### src/rtl/req_sched_pkg.sv
package req_sched_pkg;
  typedef enum logic [1:0] {
    POL_FCFS   = 2'd0,
    POL_ROWHIT = 2'd1,
    POL_FAIR   = 2'd2,
    POL_RSVD   = 2'd3
  } policy_e;
endpackage

### src/rtl/sched_queue.sv
module sched_queue #(
  parameter int DEPTH    = 8,
  parameter int BANK_W   = 2,
  parameter int ROW_W    = 12,
  parameter int THREAD_W = 2,
  parameter int AGE_W    = 8,
  localparam int IDX_W   = (DEPTH > 1) ? $clog2(DEPTH) : 1
) (
  input  logic                            clk,
  input  logic                            rst,
  input  logic                            push_en,
  input  logic [BANK_W-1:0]               push_bank,
  input  logic [ROW_W-1:0]                push_row,
  input  logic [THREAD_W-1:0]             push_thread,
  input  logic                            free_en,
  input  logic [IDX_W-1:0]                free_idx,
  output logic [DEPTH-1:0]                valid_o,
  output logic [DEPTH-1:0][BANK_W-1:0]    bank_o,
  output logic [DEPTH-1:0][ROW_W-1:0]     row_o,
  output logic [DEPTH-1:0][THREAD_W-1:0]  thread_o,
  output logic [DEPTH-1:0][AGE_W-1:0]     age_o,
  output logic                            full_o
);
  localparam logic [AGE_W-1:0] AGE_MAX = '1;

  logic [DEPTH-1:0]               valid_q;
  logic [DEPTH-1:0][BANK_W-1:0]   bank_q;
  logic [DEPTH-1:0][ROW_W-1:0]    row_q;
  logic [DEPTH-1:0][THREAD_W-1:0] thread_q;
  logic [DEPTH-1:0][AGE_W-1:0]    age_q;
  logic [IDX_W-1:0]               slot;
  logic                           has_free;

  // lowest free slot
  always_comb begin
    slot     = '0;
    has_free = 1'b0;
    for (int i = DEPTH - 1; i >= 0; i--) begin
      if (!valid_q[i]) begin
        slot     = IDX_W'(i);
        has_free = 1'b1;
      end
    end
  end

  // payload storage, no reset needed
  always_ff @(posedge clk) begin
    for (int i = 0; i < DEPTH; i++) begin
      if (push_en && slot == IDX_W'(i)) begin
        bank_q[i]   <= push_bank;
        row_q[i]    <= push_row;
        thread_q[i] <= push_thread;
      end
    end
  end

  // occupancy and wait counters
  always_ff @(posedge clk) begin
    if (rst) begin
      valid_q <= '0;
      age_q   <= '0;
    end else begin
      for (int i = 0; i < DEPTH; i++) begin
        if (push_en && slot == IDX_W'(i)) begin
          valid_q[i] <= 1'b1;
          age_q[i]   <= '0;
        end else begin
          if (free_en && free_idx == IDX_W'(i)) valid_q[i] <= 1'b0;
          if (valid_q[i] && age_q[i] != AGE_MAX) age_q[i] <= age_q[i] + 1'b1;
        end
      end
    end
  end

  assign valid_o  = valid_q;
  assign bank_o   = bank_q;
  assign row_o    = row_q;
  assign thread_o = thread_q;
  assign age_o    = age_q;
  assign full_o   = !has_free;


  full_hold_chk: assert property (@(posedge clk) disable iff (rst)
    (full_o && !free_en) |=> $stable(valid_q));


  free_slot_chk: assert property (@(posedge clk) disable iff (rst)
    free_en |=> !valid_q[$past(free_idx)]);
endmodule

### src/rtl/open_row_table.sv
module open_row_table #(
  parameter int NUM_BANKS = 4,
  parameter int ROW_W     = 12,
  localparam int BANK_W   = (NUM_BANKS > 1) ? $clog2(NUM_BANKS) : 1
) (
  input  logic                              clk,
  input  logic                              rst,
  input  logic                              upd_en,
  input  logic [BANK_W-1:0]                 upd_bank,
  input  logic [ROW_W-1:0]                  upd_row,
  output logic [NUM_BANKS-1:0]              open_o,
  output logic [NUM_BANKS-1:0][ROW_W-1:0]   row_o
);
  logic [NUM_BANKS-1:0]            open_q;
  logic [NUM_BANKS-1:0][ROW_W-1:0] row_q;

  always_ff @(posedge clk) begin
    if (upd_en) row_q[upd_bank] <= upd_row;
  end

  always_ff @(posedge clk) begin
    if (rst)         open_q <= '0;
    else if (upd_en) open_q[upd_bank] <= 1'b1;
  end

  assign open_o = open_q;
  assign row_o  = row_q;


  row_update_chk: assert property (@(posedge clk) disable iff (rst)
    upd_en |=> (open_q[$past(upd_bank)] && row_q[$past(upd_bank)] == $past(upd_row)));
endmodule

### src/rtl/pick_arbiter.sv
module pick_arbiter
  import req_sched_pkg::*;
#(
  parameter int DEPTH        = 8,
  parameter int AGE_W        = 8,
  parameter int STARVE_LIMIT = 20,
  localparam int IDX_W       = (DEPTH > 1) ? $clog2(DEPTH) : 1,
  localparam int KEY_W       = AGE_W + 2
) (
  input  logic                         clk,
  input  logic                         rst,
  input  policy_e                      policy,
  input  logic [DEPTH-1:0]             valid,
  input  logic [DEPTH-1:0]             hit,
  input  logic [DEPTH-1:0][AGE_W-1:0]  age,
  output logic                         sel_valid,
  output logic [IDX_W-1:0]             sel_idx
);
  logic             hit_mode;
  logic             fair_mode;
  logic [DEPTH-1:0] starve;
  logic [DEPTH-1:0][KEY_W-1:0] key;
  logic [KEY_W-1:0] best_key;

  assign hit_mode  = (policy == POL_ROWHIT) || (policy == POL_FAIR);
  assign fair_mode = (policy == POL_FAIR);

  for (genvar i = 0; i < DEPTH; i++) begin : g_key
    assign starve[i] = valid[i] && (int'(age[i]) >= STARVE_LIMIT);
    // starving entries rank above hits; hit bit masked when starving
    assign key[i] = {starve[i] && fair_mode,
                     hit[i] && hit_mode && !(starve[i] && fair_mode),
                     age[i]};
  end

  always_comb begin
    sel_valid = 1'b0;
    sel_idx   = '0;
    best_key  = '0;
    for (int i = 0; i < DEPTH; i++) begin
      if (valid[i] && (!sel_valid || key[i] > best_key)) begin
        sel_valid = 1'b1;
        sel_idx   = IDX_W'(i);
        best_key  = key[i];
      end
    end
  end


  starve_first_chk: assert property (@(posedge clk) disable iff (rst)
    (fair_mode && (|starve)) |-> (sel_valid && starve[sel_idx]));
endmodule

### src/rtl/req_sched.sv
module req_sched
  import req_sched_pkg::*;
#(
  parameter int DEPTH        = 8,
  parameter int NUM_BANKS    = 4,
  parameter int ROW_W        = 12,
  parameter int THREAD_W     = 2,
  parameter int AGE_W        = 8,
  parameter int STARVE_LIMIT = 20,
  localparam int IDX_W       = (DEPTH > 1) ? $clog2(DEPTH) : 1,
  localparam int BANK_W      = (NUM_BANKS > 1) ? $clog2(NUM_BANKS) : 1
) (
  input  logic                clk,
  input  logic                rst,
  input  logic [1:0]          policy,
  input  logic                push_valid,
  input  logic [BANK_W-1:0]   push_bank,
  input  logic [ROW_W-1:0]    push_row,
  input  logic [THREAD_W-1:0] push_thread,
  output logic                push_ready,
  output logic                issue_valid,
  output logic [IDX_W-1:0]    issue_idx,
  output logic [BANK_W-1:0]   issue_bank,
  output logic [ROW_W-1:0]    issue_row,
  output logic [THREAD_W-1:0] issue_thread,
  input  logic                issue_ack
);
  policy_e                       pol;
  logic                          full;
  logic                          push_en;
  logic                          free_en;
  logic [DEPTH-1:0]              valid_vec;
  logic [DEPTH-1:0][BANK_W-1:0]  bank_vec;
  logic [DEPTH-1:0][ROW_W-1:0]   row_vec;
  logic [DEPTH-1:0][THREAD_W-1:0] thread_vec;
  logic [DEPTH-1:0][AGE_W-1:0]   age_vec;
  logic [DEPTH-1:0]              hit_vec;
  logic [NUM_BANKS-1:0]          bank_open;
  logic [NUM_BANKS-1:0][ROW_W-1:0] bank_row;

  assign pol        = policy_e'(policy);
  assign push_ready = !full;
  assign push_en    = push_valid && !full;
  assign free_en    = issue_valid && issue_ack;

  sched_queue #(
    .DEPTH(DEPTH), .BANK_W(BANK_W), .ROW_W(ROW_W),
    .THREAD_W(THREAD_W), .AGE_W(AGE_W)
  ) u_queue (
    .clk(clk), .rst(rst),
    .push_en(push_en), .push_bank(push_bank), .push_row(push_row),
    .push_thread(push_thread),
    .free_en(free_en), .free_idx(issue_idx),
    .valid_o(valid_vec), .bank_o(bank_vec), .row_o(row_vec),
    .thread_o(thread_vec), .age_o(age_vec), .full_o(full)
  );

  open_row_table #(.NUM_BANKS(NUM_BANKS), .ROW_W(ROW_W)) u_rows (
    .clk(clk), .rst(rst),
    .upd_en(free_en), .upd_bank(issue_bank), .upd_row(issue_row),
    .open_o(bank_open), .row_o(bank_row)
  );

  for (genvar i = 0; i < DEPTH; i++) begin : g_hit
    assign hit_vec[i] = valid_vec[i] && bank_open[bank_vec[i]] &&
                        (bank_row[bank_vec[i]] == row_vec[i]);
  end

  pick_arbiter #(
    .DEPTH(DEPTH), .AGE_W(AGE_W), .STARVE_LIMIT(STARVE_LIMIT)
  ) u_pick (
    .clk(clk), .rst(rst), .policy(pol),
    .valid(valid_vec), .hit(hit_vec), .age(age_vec),
    .sel_valid(issue_valid), .sel_idx(issue_idx)
  );

  assign issue_bank   = bank_vec[issue_idx];
  assign issue_row    = row_vec[issue_idx];
  assign issue_thread = thread_vec[issue_idx];


  sel_occupied_chk: assert property (@(posedge clk) disable iff (rst)
    issue_valid |-> valid_vec[issue_idx]);


  empty_idle_chk: assert property (@(posedge clk) disable iff (rst)
    !(|valid_vec) |-> !issue_valid);


  hit_first_chk: assert property (@(posedge clk) disable iff (rst)
    (pol == POL_ROWHIT && (|hit_vec)) |-> hit_vec[issue_idx]);
endmodule

### config.mk
export PLATFORM = sky130hd
export DESIGN_NAME = req_sched
export DESIGN_NICKNAME = d
export VERILOG_FILES = /design/src/rtl/req_sched_pkg.sv /design/src/rtl/sched_queue.sv /design/src/rtl/open_row_table.sv /design/src/rtl/pick_arbiter.sv /design/src/rtl/req_sched.sv
export SDC_FILE = /design/constraint.sdc
export NUM_CORES = 1
export LEC_CHECK = 0
export BUFFER_PORTS_ARGS = -buffer_cell sky130_fd_sc_hd__buf_2
export CAP_MARGIN = 10
export CORE_UTILIZATION = 50
export DETAILED_ROUTE_END_ITERATION = 10
export PLACE_DENSITY = 0.66
export SLEW_MARGIN = 20
export SYNTH_ARGS = -nofsm -noshare
export SYNTH_HDL_FRONTEND = slang
export SYNTH_HIERARCHICAL = 1
export SYNTH_SLANG_ARGS = --single-unit
### constraint.sdc
create_clock -name clk -period 29 [get_ports clk]
set_clock_uncertainty 0.1 [all_clocks]
set_input_delay 4.35 -clock clk [delete_from_list [all_inputs] [get_ports clk]]
set_output_delay 4.35 -clock clk [all_outputs]
set_load 0.005 [all_outputs]
Word level (Yosys, flattened, before mapping)

Cells that the tools add are included.

Register bits: 252
Bits of input ports: 22
Output and inout port bits: 21
Logic and storage cells: 332

Add/sub/neg operators: 8
Magnitude comparators: 26
Equal/unequal tests: 32
Muxes and demuxes: 97
Bitwise operators: 1
Reductions and logical operators: 123

Operators with widths:

| cell                                                       | number |
|---|---|
| binary-select mux 12 bit (select 2 bit)                    | 8 |
| two-way mux 12 bit                                         | 10 |
| == test 12 bit                                             | 8 |
| logical AND 1 bit                                          | 82 |
| > comparator 10 bit                                        | 7 |
| two-way mux 10 bit                                         | 7 |
| adder 8 x 1 -> 8 bit, second input constant                | 8 |
| >= comparator 8 x 5 -> 1 bit, second input constant        | 8 |
| != test 8 bit, second input constant                       | 8 |
| bitwise mux 48 bit                                         | 1 |
| two-way mux 1 bit                                          | 42 |
| binary-select mux 12 bit (select 3 bit)                    | 1 |
| two-way mux 3 bit                                          | 12 |
| less-than comparator 2 x 3 -> 1 bit, second input constant | 9 |
| demux 12 bit (select 2 bit)                                | 1 |
| == test 3 bit, second input constant                       | 8 |
| binary-select mux 1 bit (select 2 bit)                     | 8 |
| nonzero test 2 bit                                         | 8 |
| OR reduction 2 bit                                         | 8 |
| logical NOT 1 bit                                          | 15 |
| binary-select mux 2 bit (select 3 bit)                     | 2 |
| == test 3 x 2 -> 1 bit, second input constant              | 4 |
| logical OR 1 bit                                           | 8 |
| two-way mux 2 bit                                          | 4 |
| 8 further kinds                                            | 10 |

Longest topological paths before layout

Gate-level depths: netlist of the first run.

Word-level depth: 42
Mapped depth: 76
Depth with buffers taken out: 67

Modules after synthesis

Netlist of the first run, hierarchy kept.

By module, submodules not included:

| module         | instances | cells an instance | area an instance (sq um) | sequential area each (sq um) |
|---|---|---|---|---|
| sched_queue    | 1         | 515               | 7203.2                   | 5285.1 |
| req_sched      | 1         | 389               | 4782.1                   | 0.0 |
| pick_arbiter   | 1         | 440               | 3161.8                   | 0.0 |
| open_row_table | 1         | 63                | 1601.5                   | 1521.5 |

Worst setup path after synthesis of the first run

Ideal clock, no wire load.

Kind: input-to-output
Start: input port policy[0]
End: output port issue_bank[0]
Arrival time: 17391 ps
Required time: 24550 ps
Slack: 7159 ps
Stages on the path: 69
Buffers on the path: 11
Cells stage by stage: inv_1 -> ha_1 -> a21boi_0 -> or3_1 -> ha_1 -> nand4_1 -> a211oi_1 -> a2111oi_2 -> nor2_1 -> buf_2 -> buf_1 -> a21oi_1 -> ha_1 -> a211oi_2 -> nor2_1 -> a2111o_1 -> nand3_1 -> buf_4 -> [33 not listed] -> a21oi_1 -> o211ai_1 -> o211ai_1 -> clkbuf_1 -> nor2_1 -> a21o_1 -> ha_1 -> nand4_1 -> nor2_1 -> a21oi_1 -> o211a_1 -> a31oi_1 -> o21ai_0 -> a21bo_2 -> clkbuf_1 -> buf_2 -> mux4_1 -> mux2_2

Word-level cells in the longest chain between the ends: 35
Elaborated cells on any way between the ends: 84
Classes of those cells: order compare: 7; eq/ne: 2; mux: 22; reduce/logical: 53

Ends and longest elaborated chain:

| what                                                     | RTL line                                                   | source |
|---|---|---|
| start, declared                                          | req_sched.sv:15                                            | `input logic [1:0] policy,` |
| == test 2 x 1 -> 1 bit or == test 2 bit (tied branches)  | pick_arbiter.sv:25, pick_arbiter.sv:26                     |  |
| logical OR 1 bit or logical AND 1 bit (tied branches)    | pick_arbiter.sv:25, pick_arbiter.sv:31, pick_arbiter.sv:32 |  |
| logical AND 1 bit or logical NOT 1 bit (tied branches)   | pick_arbiter.sv:32                                         | `hit[i] && hit_mode && !(starve[i] && fair_mode),` |
| logical AND 1 bit                                        | pick_arbiter.sv:32                                         |  |
| two-way mux 10 bit                                       | pick_arbiter.sv:41                                         | `if (valid[i] && (!sel_valid \|\| key[i] > best_key)) begin` |
| > comparator 10 bit                                      | pick_arbiter.sv:41                                         |  |
| logical OR 1 bit                                         | pick_arbiter.sv:41                                         |  |
| logical AND 1 bit                                        | pick_arbiter.sv:41                                         |  |
| [20 not listed]                                          | -                                                          |  |
| two-way mux 10 bit or two-way mux 1 bit (tied branches)  | pick_arbiter.sv:41                                         |  |
| > comparator 10 bit or logical NOT 1 bit (tied branches) | pick_arbiter.sv:41                                         |  |
| logical OR 1 bit                                         | pick_arbiter.sv:41                                         |  |
| logical AND 1 bit                                        | pick_arbiter.sv:41                                         |  |
| two-way mux 3 bit *                                      | pick_arbiter.sv:41                                         |  |
| net issue_idx[0]                                         | req_sched.sv:22                                            | `output logic [IDX_W-1:0] issue_idx,` |
| binary-select mux 2 bit (select 3 bit) *                 | req_sched.sv:77                                            | `assign issue_bank = bank_vec[issue_idx];` |
| two-way mux 2 bit (implied by the code) *                | req_sched.sv:77                                            |  |
| end, declared                                            | req_sched.sv:23                                            | `output logic [BANK_W-1:0] issue_bank,` |

The timed path passes the listed nets; every way through them passes the cells marked *. The select of a mux whose other input is x is not followed.

Final worst setup path of the first run

Start: input port policy[0]
End: output port issue_bank[0]

Word-level cells in the longest chain between the ends: 35
Elaborated cells on any way between the ends: 84
Classes of those cells: order compare: 7; eq/ne: 2; mux: 22; reduce/logical: 53

Ends and longest elaborated chain:

| what                                                     | RTL line |
|---|---|
| == test 2 x 1 -> 1 bit or == test 2 bit (tied branches)  | pick_arbiter.sv:25, pick_arbiter.sv:26 |
| logical OR 1 bit or logical AND 1 bit (tied branches)    | pick_arbiter.sv:25, pick_arbiter.sv:31, pick_arbiter.sv:32 |
| logical AND 1 bit or logical NOT 1 bit (tied branches)   | pick_arbiter.sv:32 |
| logical AND 1 bit                                        | pick_arbiter.sv:32 |
| two-way mux 10 bit                                       | pick_arbiter.sv:41 |
| > comparator 10 bit                                      | pick_arbiter.sv:41 |
| logical OR 1 bit                                         | pick_arbiter.sv:41 |
| logical AND 1 bit                                        | pick_arbiter.sv:41 |
| [19 not listed]                                          | - |
| logical AND 1 bit                                        | pick_arbiter.sv:41 |
| two-way mux 10 bit or two-way mux 1 bit (tied branches)  | pick_arbiter.sv:41 |
| > comparator 10 bit or logical NOT 1 bit (tied branches) | pick_arbiter.sv:41 |
| logical OR 1 bit                                         | pick_arbiter.sv:41 |
| logical AND 1 bit                                        | pick_arbiter.sv:41 |
| two-way mux 3 bit *                                      | pick_arbiter.sv:41 |
| binary-select mux 2 bit (select 3 bit) *                 | req_sched.sv:77 |
| two-way mux 2 bit (implied by the code) *                | req_sched.sv:77 |

Mark *: on every way between the ends. The rest lies on a longest branch, timed or not. The select of a mux whose other input is x is not followed.

==> metrics.yaml, run 1 <==
outcome: "complete, no violations"
top_layer: "met5"
n_antenna_cell: 0
critPathArrivalTime_ns: 20.55
grt_pass1_wl_microns: 74300
critPathLaunchType: "input pin"
detail-route-antenna-nets: 0
clk_pin_slew_ns: 0.06
fmax_mhz: 40.0
io_buffers: 42
num_vias: 12700
grt-ovfl-total: 0
max_cap_violations: 0
start_util: 0.511
crit_path_end_kind: "output pin"
areaGrowthSynthToFinish_pct: 9.93
synth_cell_types: 92
worstSetupEndpoint: "issue_bank[0]"
synth_top_area_frac: 0.316
synth_largest_area_cell: "edfxtp_1"
die_w_microns: 185
dr.pass1.iters: 8
cts_sinks: 252
setup_viol: 0
hold-path-cell-count: 2
rr_endpoint: "u_rows/row_o[9]"
synth_commonest_cells: "edfxtp_1 (176), mux4_2 (114), nor2_1 (94)"
min_period_over_period: 0.862
finalPower_uw: 880
drv_slew: 0
cpPeakStageDelay_ns: 0.78
finalWorstPathRequiredPeriod_ns: 25.00
finalWirelength_microns: 48300
hold_class: "reg2reg"
synth_fp_nets: 1508
fin_nets: 1543
ir_worst_vdd_mv: 0.0607
r2r_cells: 63
synth_ff_type: "edfxtp_1"
io_pins: 43
viasPerCell: 6.66
grt_usage: 0.291
core.rowCount: 66
clockBufferDepth: 3
worst_slew_pin_slew_ns: 1.10
fin_tns_setup_ns: 0
hold_violations: 0
wl_met3_microns: 5060
rsz0062_at_grt: "false"
reg2reg_setup_slack_ns: 9.45
synth_cells: 1407
synth-seq-cells: 252
crit_required_ns: 24.55
wl_met1_microns: 20200
cts_hold_buf: 0
ctsResizeCount: 0
crit_start: "policy[0]"
postCtsSetupBuffers: 0
core_sq_um: 32800
place.gp.congestion: 0.959
yosys_warnings: 6
r2r_start: "u_queue/bank_o[2]"
numCtsBuffers: 28
synth_most_common_cell: "edfxtp_1"
syn_avg_cell_area_sq_um: 11.9
dpl.hpwl_microns: 33600
synthTopCellsByArea: "edfxtp_1 (32%), mux4_2 (15%), dfxtp_1 (9.1%)"
leakage_uw: 0.00646
powerDensity_nw_per_um2: 47.8
setup.worst_path.class: "in2out"
max-slew-margin-rel: 0.265
die_h_microns: 185
htree_levels: 1
grt_pass1_vias: 12200
drt_iter0_drc: 1551
drive_above_1_share: 0.200
synth.cell_area_sq_um: 16700
cts_root_buf: "clkbuf_16"
grt_max_degree: 39
crit_fanout: 38
synth_edf_count: 176
wl_per_cell_microns: 25.3
crit_top_cell: "ha_1"
antenna_found_initial: 1
routed-wl-met2_microns: 21300
async_reset_ff_frac: 0
clock_latency_ns: 0.60
ys_seq_area_frac: 0.406
cts_tree: "done"
drc: 0
die_area_sq_um: 34200
cpMaxStageDelayCell: "o221ai_2"
## routing by layer
layer	vias up	GRT usage
met2	707	0.434
li1	5589	-
met5	-	0
met1	6280	0.413
met4	2	0.0952
met3	114	0.0737
## worst min-delay path by stage
stage | startpoint | slack (ns) | endpoint
floorplan | u_queue/age_o[1] | 0.37 | u_queue/age_o[1]
global placement | u_queue/age_o[1] | 0.39 | u_queue/age_o[1]
detailed placement | u_queue/age_o[1] | 0.40 | u_queue/age_o[1]
CTS | u_queue/age_o[1] | 0.41 | u_queue/age_o[1]
global route | u_queue/age_o[1] | 0.43 | u_queue/age_o[1]
finish | u_queue/age_o[1] | 0.41 | u_queue/age_o[1]
## through the flow
step / utilization / instances / instance area [sq um] / hold WS (ns) / setup slack (ns)
finish: 0.562 / 1905 / 18400 / 0.408 / 4.00
global route: 0.562 / 1905 / 18400 / 0.431 / 2.67
CTS: 0.561 / 1904 / 18400 / 0.412 / 4.23
detailed placement: 0.530 / 1853 / 17400 / 0.403 / 4.29
global placement: 0.530 / 1853 / 17400 / 0.385 / 4.31
floorplan: - / 1407 / 16700 / 0.367 / 7.16
## sequential cells by signal, indices dropped and copies added, names as in the netlist
name              cells
u_rows/row_o         48
u_queue/valid_o       8
u_rows/open_o         4
u_queue/row_o        96
u_queue/bank_o       16
u_queue/age_o        64
u_queue/thread_o     16
## area by class of cell
| cell class | count | area (sq um) |
|---|---|---|
| Clock buffer | 31 | 712 |
| Clock inverter | 20 | 313 |
| Fill cell | 2718 | 14400 |
| Inverter | 67 | 251 |
| Multi-Input combinational cell | 1031 | 9410 |
| Sequential cell | 252 | 6810 |
| Tap cell | 442 | 553 |
| Timing Repair Buffer | 62 | 368 |
## kinds of logic (layout without fill, tap and decap cells)
| logic type | Yosys count | after routing | share of synthesized area |
|---|---|---|---|
| buffers and inverters | 124 | 180 | 0.0339 |
| AOI/OAI and AO/OA | 254 | 254 | 0.110 |
| adders and majority gates | 79 | 79 | 0.0590 |
| DFF | 252 | 252 | 0.406 |
| and+or+nand+nor | 377 | 377 | 0.114 |
| muxes | 196 | 196 | 0.211 |
| xor gates and xnor gates | 125 | 125 | 0.0654 |
## critical path, delay by kind of cell
kind / cells / cell delay [ns]
AOI/OAI and AO/OA: 30 / 7.01
muxes: 6 / 2.62
adders and majority gates: 8 / 2.55
and+or+nand+nor: 12 / 2.55
buffers and inverters: 7 / 1.44
## where the power goes
| part | internal (uW) | total (uW) | switching, uW |
|---|---|---|---|
| Clock | 241 | 398 | 157 |
| Combinational | 34.4 | 77.5 | 43.0 |
| Sequential | 393 | 405 | 11.2 |
## cell usage in the layout, fill, tap and decap left out, types with 6 or more instances in the layout
cell,instances
buf_4,19
mux4_1,6
nor2b_1,8
nor2_1,92
bufinv_16,7
a211oi_1,24
mux2i_1,40
inv_1,66
a21oi_1,68
a31oi_1,8
o211ai_1,9
xnor2_1,83
nand3_1,42
mux2_2,34
and4_1,13
dfxtp_1,76
o211a_1,8
clkinv_2,7
and3_1,6
o21ai_0,31
o21a_1,8
o2111ai_1,18
nor4_1,10
a21o_1,15
xor2_1,42
nand4_1,44
ha_1,79
mux4_2,114
buf_2,42
nand2b_1,14
nor3_1,26
edfxtp_1,176
clkbuf_16,28
nand2_1,83
a21boi_0,6
Note: power is estimated with default switching activity, not from simulation.
==> run 2: changes to the inputs <==
CORE_UTILIZATION = 55   (was 50)
PLACE_DENSITY = 0.72   (was 0.66)
==> metrics.yaml, run 2 (synthesis gave the netlist of run 1 again) <==
io_pins: 43  # unchanged
htree_levels: 1  # unchanged
crit_start: "policy[0]"
reg2reg_setup_slack_ns: 9.40  # -0.05 ns
numCtsBuffers: 28  # unchanged
finalWirelength_microns: 47400  # -1.8%
ctsResizeCount: 0  # unchanged
r2r_start: "u_queue/bank_o[1]"
fmax_mhz: 39.7  # -0.66%
rsz0062_at_grt: "false"
crit_fanout: 38  # unchanged
grt_pass1_wl_microns: 72700  # -2.2%
final_cell_mix: "edfxtp_1 (176), mux4_2 (114), nor2_1 (92), xnor2_1 (83), nand2_1 (83)"
clockBufferDepth: 3  # unchanged
drc: 0  # unchanged
viasPerCell: 6.86  # +3.0%
worstSetupEndpoint: "issue_row[7]"
grt_max_degree: 39  # unchanged
core_sq_um: 29800  # -9.1%
critPathArrivalTime_ns: 20.72  # +0.17 ns
max-slew-margin-rel: 0.220  # -0.0447
num_vias: 12700  # +0.24%
max_cap_violations: 0  # unchanged
setup_viol: 0  # unchanged
cpPeakStageDelay_ns: 0.80  # +0.02 ns
start_util: 0.562  # +0.0512
crit_path_end_kind: "output pin"
crit_required_ns: 24.55  # about the same
postCtsSetupBuffers: 0  # unchanged
die_area_sq_um: 31200  # -9.0%
detail-route-antenna-nets: 0  # unchanged
rr_endpoint: "u_rows/row_o[10]"
die_h_microns: 177  # -4.6%
fillers: 2423  # -11%
mostFrequentLayoutCell: "edfxtp_1"
drt_iter0_drc: 1441  # -7.1%
dpl.hpwl_microns: 33100  # -1.4%
min_period_over_period: 0.868  # +0.00576
clock_latency_ns: 0.59  # about the same
setup.worst_path.class: "in2out"
grt-ovfl-total: 0  # unchanged
leakage_uw: 0.00640  # -0.92%
io_buffers: 42  # unchanged
areaGrowthSynthToFinish_pct: 8.93
place_ws_ns: 4.13  # -0.151 ns
cpMaxStageDelayCell: "nand2_2"
cts_tree: "done"
crit_top_cell: "ha_1"
drive_above_1_share: 0.194  # -0.00547
cts_hold_buf: 0  # unchanged
drv_slew: 0  # unchanged
die_w_microns: 177  # -4.6%
hold_class: "reg2reg"
largest_reg_flops: 96  # unchanged
grt_pass1_vias: 12100  # -0.31%
fin_nets: 1542  # -0.065%
wl_per_cell_microns: 25.6  # +0.91%
multi_input_area_sq_um: 9410  # about the same
hold_violations: 0  # unchanged
antenna_found_initial: 1  # unchanged
cts_root_buf: "clkbuf_16"
fin_tns_setup_ns: 0  # unchanged
ir_worst_vdd_mv: 0.0519  # -14%
outcome: "complete, no violations"
critPathLaunchType: "input pin"
r2r_cells: 63  # unchanged
setup_ws_ns: 3.83  # -0.167 ns
clk_pin_slew_ns: 0.05  # about the same
cts_sinks: 252  # unchanged
grt_usage: 0.309  # +0.0185
powerDensity_nw_per_um2: 45.4  # -5.1%
finalWorstPathRequiredPeriod_ns: 25.17  # +0.167 ns
dr.pass1.iters: 5  # -3
layout.area.seq_sq_um: 6810  # unchanged
core.rowCount: 63  # -4.5%
worst_slew_pin_slew_ns: 1.16  # +0.0607 ns
place.gp.congestion: 0.983  # +2.4%
==> run 2: critical path, delay by kind of cell <==
| kind | cells | cell delay, ns |
|---|---|---|
| muxes | 6 | 2.35 |
| adders and majority gates | 8 | 2.50 |
| and+or+nand+nor | 14 | 3.60 |
| AOI/OAI and AO/OA | 28 | 6.90 |
| buffers and inverters | 7 | 0.99 |
==> run 2: worst min-delay path by stage <==
stage | start | to | slack (ns) | cells after the start
floorplan | u_queue/age_o[1] | u_queue/age_o[1] | 0.37 | 2
global placement | u_queue/age_o[1] | u_queue/age_o[1] | 0.38 | 2
detailed placement | u_queue/age_o[1] | u_queue/age_o[1] | 0.39 | 2
CTS | u_queue/age_o[1] | u_queue/age_o[1] | 0.39 | 2
global route | u_queue/age_o[1] | u_queue/age_o[1] | 0.42 | 2
finish | u_queue/age_o[1] | u_queue/age_o[1] | 0.39 | 2
==> run 2: metrics by stage <==
stage          power, uW  instance area [sq um]   util  hold slack, ns  cells
4_1_cts              831                  18200  0.610           0.393   1850
6_report             828                  18200  0.612           0.394   1854
3_5_place_dp         488                  17300  0.580           0.385   1798
5_1_grt              852                  18200  0.612           0.419   1853
2_1_floorplan        460                  16700      -           0.367   1407
3_3_place_gp         486                  17300  0.580           0.380   1798
==> run 2: power by group <==
group	internal [uW]	switching (uW)	total, uW	leakage (uW)
Combinational	34.8	44.0	78.8	0.00376
Clock	197	148	345	0.000435
Sequential	393	10.7	404	0.00221
Total	626	202	828	0.00640
==> run 2: layout make-up <==
cell class              instances  area share
diodes                          1    0.000137
clock buffers                  36      0.0401
flip-flops and latches        252       0.373
clock inverters                16     0.00898
repair buffers                 61      0.0213
multi-input cells            1031       0.516
well taps                     390      0.0267
inverters                      67      0.0138
==> run 2: per-layer routing <==
metal | part of all wire | vias up | GRT usage
li1 | - | 5593 | -
met1 | 0.40 | 6189 | 0.439
met2 | 0.44 | 805 | 0.463
met3 | 0.11 | 135 | 0.0721
met4 | 0.041 | 0 | 0.113
met5 | 0 | - | 0
==> run 3: changes to the inputs <==
GPL_TIMING_DRIVEN = 0   (was unset)
==> metrics.yaml, run 3 (synthesis gave the netlist of run 1 again) <==
drv_slew: 0  # unchanged
hold_class: "reg2reg"
grt_pass1_vias: 12400  # +2.1%
drive_above_1_share: 0.210  # +0.0158
dr.pass1.iters: 7  # +2
outcome: "complete, no violations"
cts_tree: "done"
r2r_start: "u_queue/bank_o[1]"
max_cap_violations: 0  # unchanged
max-slew-margin-rel: 0.223  # +0.00334
io_pins: 43  # unchanged
cts_sinks: 252  # unchanged
htree_levels: 1  # unchanged
dpl.hpwl_microns: 36700  # +11%
critPathLaunchType: "input pin"
worst_slew_pin_slew_ns: 1.17  # +0.00134 ns
leakage_uw: 0.00662  # +3.4%
num_vias: 13100  # +3.2%
core.rowCount: 63  # unchanged
critPathArrivalTime_ns: 20.95  # +0.23 ns
wl_per_cell_microns: 26.8  # +4.8%
cpPeakStageDelay_ns: 0.89  # +0.09 ns
drt_iter0_drc: 1819  # +26%
antenna_found_initial: 4  # +3
setup.worst_path.class: "in2out"
mostFrequentLayoutCell: "edfxtp_1"
clockBufferDepth: 3  # unchanged
setup_viol: 0  # unchanged
fin_nets: 1593  # +3.3%
powerDensity_nw_per_um2: 47.3  # +4.2%
die_w_microns: 177  # unchanged
fin_tns_setup_ns: 0  # unchanged
drc: 0  # unchanged
cts_root_buf: "clkbuf_16"
hold_violations: 0  # unchanged
areaGrowthSynthToFinish_pct: 11.2
ir_worst_vdd_mv: 0.0806  # +55%
cpMaxStageDelayCell: "clkbuf_1"
io_buffers: 42  # unchanged
grt_pass1_wl_microns: 76600  # +5.4%
crit_required_ns: 24.55  # about the same
hp-start: "u_queue/age_o[1]"
grt-ovfl-total: 0  # unchanged
fillers: 2322  # -4.2%
postCtsSetupBuffers: 0  # unchanged
die_area_sq_um: 31200  # unchanged
detail-route-antenna-nets: 0  # unchanged
core_sq_um: 29800  # unchanged
cts_hold_buf: 0  # unchanged
final_util: 0.625  # +0.0126
clk_pin_slew_ns: 0.06  # about the same
viasPerCell: 6.89  # +0.35%
grt_max_degree: 18  # -54%
start_util: 0.562  # unchanged
fmax_mhz: 39.4  # -0.92%
rsz0062_at_grt: "false"
crit_start: "policy[0]"
die_h_microns: 177  # unchanged
final_cell_mix: "edfxtp_1 (176), mux4_2 (114), nor2_1 (92), nand2_1 (84), xnor2_1 (83)"
numCtsBuffers: 29  # +3.6%
grt_usage: 0.334  # +0.0245
min_period_over_period: 0.876  # +0.00803
crit_fanout: 11  # -71%
ctsResizeCount: 0  # unchanged
place.gp.congestion: 1.00  # +2.2%
largest_reg_flops: 96  # unchanged
crit_top_cell: "a21oi_1"
crit_path_end_kind: "output pin"
clock_latency_ns: 0.59  # about the same
finalWorstPathRequiredPeriod_ns: 25.40  # +0.233 ns
finalWirelength_microns: 51100  # +7.8%
-- run 3: cell count changes in the layout (fill, tap and decap cells not counted), sizes merged --
| cell | change |
|---|---|
| diode | +1 |
| buf | +30 |
| bufinv | +3 |
| inv | +2 |
| clkinvlp | +1 |
| clkinv | -3 |
| clkbuf | +19 |
-- run 3: power breakdown --
group	internal, uW	total [uW]	switching, uW	leakage, uW
sequential	393	403	9.26	0.00221
combinational	36.0	84.3	48.4	0.00391
clock	235	394	159	0.000498
total	664	881	217	0.00662
-- run 3: path summary, 6_finish.rpt --
path                      endpoint  slack [ns]  cells past startpoint
setup / recovery     issue_bank[1]        3.60                     70
hold / removal    u_queue/age_o[1]        0.40                      2
setup reg to reg  u_rows/row_o[29]        9.14                     72
hold reg to reg   u_queue/age_o[1]        0.40                      2
-- run 3: metal layers --
layer | share of wire | global-route usage | up-vias
met5 | 0.00049 | 0 | -
met4 | 0.050 | 0.147 | 4
met3 | 0.12 | 0.0767 | 178
met2 | 0.44 | 0.494 | 874
met1 | 0.39 | 0.470 | 6373
li1 | - | - | 5702
-- run 3: area by class of cell --
type	count	area, sq um	area share
buffer	57	317	0.0170
timing repair buffer	54	319	0.0171
multi-input combinational	1031	9420	0.506
inverter	67	251	0.0135
tap	390	488	0.0262
clock inverter	19	248	0.0133
antenna	2	5.00	0.000269
sequential	252	6810	0.366
clock buffer	35	768	0.0413
-- run 3: worst max-delay path, delay by kind of cell --
| kind | cells | cell delay [ns] |
|---|---|---|
| multiplexers | 2 | 0.80 |
| buffers and inverters | 12 | 3.10 |
| AND/OR/NAND/NOR | 16 | 2.61 |
| AO/OA/AOI/OAI | 32 | 7.45 |
| adder cells (fa/ha/maj) | 8 | 2.64 |
-- run 3: metrics by stage --
| step | std cells | total power [uW] | hold slack [ns] | cell area [sq um] | worst slack [ns] |
|---|---|---|---|---|---|
| final | 1907 | 881 | 0.401 | 18600 | 3.60 |
| after global routing | 1906 | 902 | 0.435 | 18600 | 2.40 |
| after CTS | 1905 | 881 | 0.404 | 18600 | 3.98 |
| after detailed placement | 1851 | 492 | 0.395 | 17600 | 4.04 |
| after global placement | 1839 | 488 | 0.381 | 17400 | 4.28 |
| after floorplan | 1407 | 460 | 0.367 | 16700 | 7.16 |
